### src/rtl/rf_pkg.sv
package rf_pkg;

    localparam int MODE_W = 5;
    localparam int IDX_W  = 4;

    localparam logic [MODE_W-1:0] MODE_USR = 5'b10000;
    localparam logic [MODE_W-1:0] MODE_FIQ = 5'b10001;
    localparam logic [MODE_W-1:0] MODE_IRQ = 5'b10010;
    localparam logic [MODE_W-1:0] MODE_SVC = 5'b10011;
    localparam logic [MODE_W-1:0] MODE_ABT = 5'b10111;
    localparam logic [MODE_W-1:0] MODE_UND = 5'b11011;
    localparam logic [MODE_W-1:0] MODE_SYS = 5'b11111;

    // bank owners; the order places the user bank at zero and the saved-status
    // slot of an exception bank at its value minus one
    typedef enum logic [2:0] {
        BK_USR = 3'd0,
        BK_FIQ = 3'd1,
        BK_IRQ = 3'd2,
        BK_SVC = 3'd3,
        BK_ABT = 3'd4,
        BK_UND = 3'd5
    } bank_e;

    localparam int N_BANKS   = 6;
    localparam int N_SAVED   = N_BANKS - 1;

    // logical index layout
    localparam int SHARED_LO = 8;     // indices below this are never banked
    localparam int SP_IDX    = 13;
    localparam int LR_IDX    = 14;
    localparam int PC_IDX    = 15;
    localparam int MID_CNT   = SP_IDX - SHARED_LO;   // indices only FIQ banks
    localparam int PER_BANK  = PC_IDX - SP_IDX;      // sp and lr per bank

    // flat physical layout
    localparam int USR_MID_BASE = SHARED_LO;
    localparam int FIQ_MID_BASE = USR_MID_BASE + MID_CNT;
    localparam int STK_BASE     = FIQ_MID_BASE + MID_CNT;
    localparam int PC_SLOT      = STK_BASE + N_BANKS * PER_BANK;
    localparam int PHYS_CNT     = PC_SLOT + 1;
    localparam int PHYS_W       = $clog2(PHYS_CNT);
    localparam int SLOT_W       = $clog2(N_SAVED);

endpackage

### src/rtl/rf_mode_decode.sv
module rf_mode_decode
    import rf_pkg::*;
(
    input  logic [MODE_W-1:0] mode,
    output bank_e             bank,
    output logic              has_saved
);

    always_comb begin
        case (mode)
            MODE_FIQ: bank = BK_FIQ;
            MODE_IRQ: bank = BK_IRQ;
            MODE_SVC: bank = BK_SVC;
            MODE_ABT: bank = BK_ABT;
            MODE_UND: bank = BK_UND;
            MODE_USR: bank = BK_USR;
            MODE_SYS: bank = BK_USR;
            default:  bank = BK_USR;
        endcase
        has_saved = (bank != BK_USR);
    end

endmodule

### src/rtl/rf_index_map.sv
module rf_index_map
    import rf_pkg::*;
(
    input  bank_e             bank,
    input  logic [IDX_W-1:0]  idx,
    output logic [PHYS_W-1:0] phys
);

    int i_v;
    int b_v;
    int slot_v;

    always_comb begin
        i_v = int'(idx);
        b_v = int'(bank);
        if (i_v < SHARED_LO) begin
            slot_v = i_v;
        end else if (i_v == PC_IDX) begin
            slot_v = PC_SLOT;
        end else if (i_v >= SP_IDX) begin
            slot_v = STK_BASE + b_v * PER_BANK + (i_v - SP_IDX);
        end else if (bank == BK_FIQ) begin
            slot_v = FIQ_MID_BASE + (i_v - SHARED_LO);
        end else begin
            slot_v = USR_MID_BASE + (i_v - SHARED_LO);
        end
        phys = PHYS_W'(slot_v);
    end

endmodule

### src/rtl/banked_regfile.sv
module banked_regfile
    import rf_pkg::*;
#(
    parameter int DATA_W = 32,
    parameter int SR_W   = 32
) (
    input  logic              clk,
    input  logic              rst_n,
    input  logic [MODE_W-1:0] mode_i,
    input  logic              ovr_en_i,
    input  logic [MODE_W-1:0] ovr_mode_i,
    input  logic [IDX_W-1:0]  rd_a_idx_i,
    output logic [DATA_W-1:0] rd_a_data_o,
    input  logic [IDX_W-1:0]  rd_b_idx_i,
    output logic [DATA_W-1:0] rd_b_data_o,
    input  logic              wr_en_i,
    input  logic [IDX_W-1:0]  wr_idx_i,
    input  logic [DATA_W-1:0] wr_data_i,
    input  logic              sav_wr_en_i,
    input  logic [SR_W-1:0]   sav_wr_data_i,
    output logic [SR_W-1:0]   sav_rd_data_o
);

    // mode sources: 0 = live mode, 1 = mode after override
    localparam int N_SRC  = 2;
    // ports: 0 = read A, 1 = read B, 2 = write
    localparam int N_PORT = 3;
    localparam logic [N_PORT-1:0] PORT_ALT = 3'b101;
    localparam int P_RDA = 0;
    localparam int P_RDB = 1;
    localparam int P_WR  = 2;

    logic [MODE_W-1:0] src_mode  [N_SRC];
    bank_e             src_bank  [N_SRC];
    logic              src_saved [N_SRC];

    assign src_mode[0] = mode_i;
    assign src_mode[1] = ovr_en_i ? ovr_mode_i : mode_i;

    for (genvar g = 0; g < N_SRC; g++) begin : g_dec
        rf_mode_decode u_dec (
            .mode      (src_mode[g]),
            .bank      (src_bank[g]),
            .has_saved (src_saved[g])
        );
    end

    logic [IDX_W-1:0]  port_idx  [N_PORT];
    logic [PHYS_W-1:0] port_phys [N_PORT];

    assign port_idx[P_RDA] = rd_a_idx_i;
    assign port_idx[P_RDB] = rd_b_idx_i;
    assign port_idx[P_WR]  = wr_idx_i;

    for (genvar p = 0; p < N_PORT; p++) begin : g_map
        localparam int SRC = PORT_ALT[p] ? 1 : 0;
        rf_index_map u_map (
            .bank (src_bank[SRC]),
            .idx  (port_idx[p]),
            .phys (port_phys[p])
        );
    end

    typedef struct {
        logic [DATA_W-1:0] gpr [PHYS_CNT];
        logic [SR_W-1:0]   sav [N_SAVED];
    } state_t;

    state_t st_d;
    state_t st_q;

    logic [SLOT_W-1:0] sav_slot;

    always_comb begin
        sav_slot = src_saved[0] ? SLOT_W'(int'(src_bank[0]) - 1) : '0;
    end

    always_comb begin
        st_d = st_q;
        if (wr_en_i) begin
            st_d.gpr[port_phys[P_WR]] = wr_data_i;
        end
        if (sav_wr_en_i && src_saved[0]) begin
            st_d.sav[sav_slot] = sav_wr_data_i;
        end
    end

    always_ff @(posedge clk) begin
        if (!rst_n) begin
            for (int i = 0; i < PHYS_CNT; i++) st_q.gpr[i] <= '0;
            for (int j = 0; j < N_SAVED; j++)  st_q.sav[j] <= '0;
        end else begin
            st_q <= st_d;
        end
    end

    assign rd_a_data_o   = st_q.gpr[port_phys[P_RDA]];
    assign rd_b_data_o   = st_q.gpr[port_phys[P_RDB]];
    assign sav_rd_data_o = src_saved[0] ? st_q.sav[sav_slot] : '0;

endmodule

### config.mk
export PLATFORM = sky130hd
export DESIGN_NAME = banked_regfile
export DESIGN_NICKNAME = d
export VERILOG_FILES = /design/src/rtl/rf_pkg.sv /design/src/rtl/rf_mode_decode.sv /design/src/rtl/rf_index_map.sv /design/src/rtl/banked_regfile.sv
export SDC_FILE = /design/constraint.sdc
export NUM_CORES = 2
export LEC_CHECK = 0
export BUFFER_PORTS_ARGS = -buffer_cell sky130_fd_sc_hd__buf_2
export CORE_MARGIN = 2
export CORE_UTILIZATION = 28
export DETAILED_ROUTE_END_ITERATION = 8
export SYNTH_ARGS = -nofsm -noshare
export SYNTH_HDL_FRONTEND = slang
export SYNTH_SLANG_ARGS = --single-unit
### constraint.sdc
create_clock -name clk -period 3.7 [get_ports clk]
set_input_delay 0.37 -clock clk [delete_from_list [all_inputs] [get_ports clk]]
set_output_delay 0.37 -clock clk [all_outputs]
set_load 0.01 [all_outputs]
==> impl_metrics.ini <==
[synth]
seq_area_frac_synth_pct = 38.1
synth.distinct_cells = 73
ys.flop_type = dfxtp_1
syn_inst = 7227
ys_ff_latch = 1152
ys_warn_count = 0
postSynthAreaPerCell_um2 = 8.37
synth_area_um2 = 60500
synth_edf_count = 0
syn_nets = 7352
synthArstFlopShare_pct = 0

[placement]
io_buffer_count = 186
dp_hpwl_mm = 157
gp_congestion = 0.901

[cells_and_area]
layout-drive-gt1-share_pct = 19.2
multi_input_area_um2 = 36200
reg_top3 = st_q (1152)
mostFrequentLayoutCells = 2237 x nand2_1, 1306 x mux2i_1, 1152 x dfxtp_1
final_util_pct = 36.8
num-fill-cells = 21100
largest_register_ff_count = 1152
syn_to_final_growth_pct = 30.5
final_common_cell = nand2_1
seqCellArea_um2 = 23100
regMostFlops = st_q
fin_nets = 7754

[clocking]
cts_root_buf = clkbuf_16
cts_buffers = 134
cts_tree = done
clk_latency_ps = 790
cts.sinks = 1152
path_clk_slew_ps = 60
cts.path.max_buffers = 3
htreeDepth = 4

[setup_path]
startpoint_type = primary input
worstPathArrival_ps = 4290
critPathCaptureType = output pin
crit_slowest_cell = fa_2
cp.buffers_inverters = 10
cp.required_ps = 3330
crit_chain = buf_6 > nand2b_4 > o32a_1 > ha_1 > inv_2 > ha_4 > inv_2 > fa_2 > nor3_2 > a41oi_2 > and2_4 > buf_12 > buf_16 > buf_12 > buf_12 > buf_4 > buf_4 > nand2_1 > a32oi_1 > o21ai_1 > nor3_2 > buf_2
cp_common_cell = buf_12
crit_type = primary input to output pin
crit_path_max_fanout = 7
cp_top_family = buffers and inverters
cpPeakStageDelay_ps = 520

[die]
core_area_um2 = 215000
rows = 170
dieHeight_um = 469
die-area_um2 = 220000
dieWidth_um = 469
num_io_pins = 187
start_util_pct = 28.2

[drt]
firstDrtPassIters = 8
routed_wl_mm = 247
ant_nets = 0
wl_per_cell_um = 23.3
vias = 58200
avgViaCountPerCell = 5.50
drcViolationCount = 0
drt_iter0_markers = 6776

[timing]
finalCritPeriodShare_pct = 126
tns_ps = -48890
rsz0062_at_grt = true
skew_ps = 0
worst_pin_slew_ps = 1260
hold_violations = 0
setup_violations = 64
period_minus_slack_ps = 4660
setup_ws_ps = -962
relSlewSlack_pct = 15.6
finalMaxSlewViolations = 0
fmax_ghz = 0.214

[grt]
grt_pass1_vias = 55800
antenna_found_initial = 15
grt_max_degree = 161
grtUsageTotal_pct = 21.3
grt_pass1_wl_mm = 359
overflow = 0

[outcome]
status = finished with violations
violations = setup timing

[pwr]
max-vdd-ir-drop_v = 0.000284
pwr_density_cell_nw_per_um2 = 417
static-leakage-power_nw = 30.8

[worst_hold_path]
holdCritPathClass = primary input to flop

[flow_run]
max_cap_violations = 0
[Yosys cell counts, types with 10 or more instances]
cell,number,area share [%]
a21oi_1,142,1.2
mux2i_1,1312,22
a211oi_1,68,0.84
nand4_1,69,0.71
buf_4,30,0.37
nor2_1,125,0.78
nand2b_1,10,0.10
buf_1,13,0.081
a32oi_1,222,3.2
a31oi_1,99,1.0
dfxtp_1,1152,38
nand2_1,2264,14
and3_1,73,0.76
a22o_1,33,0.48
ha_1,31,0.64
mux4_2,64,2.4
clkbuf_1,525,3.3
o21ai_0,118,0.98
nor3_1,46,0.38
buf_2,133,1.1
o211ai_1,69,0.86
o22ai_1,31,0.32
a22oi_1,65,0.81
o21ai_1,15,0.12
inv_1,26,0.16
a21boi_0,161,2.0
and2_1,10,0.10
nand3_1,210,1.7
[per-stage QoR]
stage               setup slack, ps  area [um^2]  hold WS (ps)  total power, W  instances
floorplan                      -116        60900           443          0.0156       7227
global placement              -1300        70000           450          0.0182      10200
detailed placement            -1320        70000           457          0.0182      10200
CTS                            -945        77500          31.0          0.0327      10500
global route                  -1110        78900          90.0          0.0338      10600
finish                         -962        78900          85.6          0.0329      10600
[power breakdown]
| part | total, W | leakage (nW) | internal (W) | switching (W) |
|---|---|---|---|---|
| clock network | 0.0139 | 2.24 | 0.00801 | 0.00592 |
| logic | 0.00635 | 19.3 | 0.00264 | 0.00372 |
| registers | 0.0126 | 9.29 | 0.0125 | 0.000102 |
| total | 0.0329 | 30.8 | 0.0232 | 0.00974 |
[timing repair]
action	in CTS	in global routing
setup buffers	87	41
gates cloned	20	10
hold buffers	33	0
pin swaps	142	140
endpoints found under the setup margin	64	246
hold endpoints to repair	163	0
gates resized for setup	248	172
[routing by layer]
layer	part of all wire, %	vias up	track usage, %
met4	5.2	6	10.2
met3	9.0	658	4.25
li1	-	26100	-
met2	44	3013	32.9
met5	0.015	-	0
met1	42	28400	28.3
[worst reg2reg max path: stages (launching register included)]
cell	delay, ps
dfxtp_1	390
nand2_1	70
mux2i_1	180
[path summary, 6_finish.rpt]
| path | start | to | cells after the start | slack, ps |
|---|---|---|---|---|
| setup / recovery | ovr_mode_i[2] | rd_a_data_o[17] | 22 | -960 |
| hold / removal | wr_data_i[21] | st_q[949] | 4 | 90 |
| setup reg to reg | st_q[958] | st_q[958] | 2 | 2950 |
| hold reg to reg | st_q[67] | st_q[67] | 2 | 460 |
[logic make-up after synthesis]
logic type,Yosys count,share of synthesized area (%)
AND/OR/NAND/NOR,2853,19.2
multiplexers,1376,24.1
flip-flops,1152,38.1
AO/OA/AOI/OAI,1070,12.6
buffers and inverters,734,5.11
adder cells (fa/ha/maj),34,0.741
XOR/XNOR,8,0.141
[final cells by class]
type	count	area share, %
Multi-Input combinational cell	5341	45.8
Sequential cell	1152	29.2
Timing Repair Buffer	974	14.4
Clock buffer	195	4.85
Tap cell	2838	4.50
Clock inverter	45	1.01
Inverter	26	0.127
Antenna cell	4	0.0127
No activity file was read; power rests on OpenSTA's default activity.
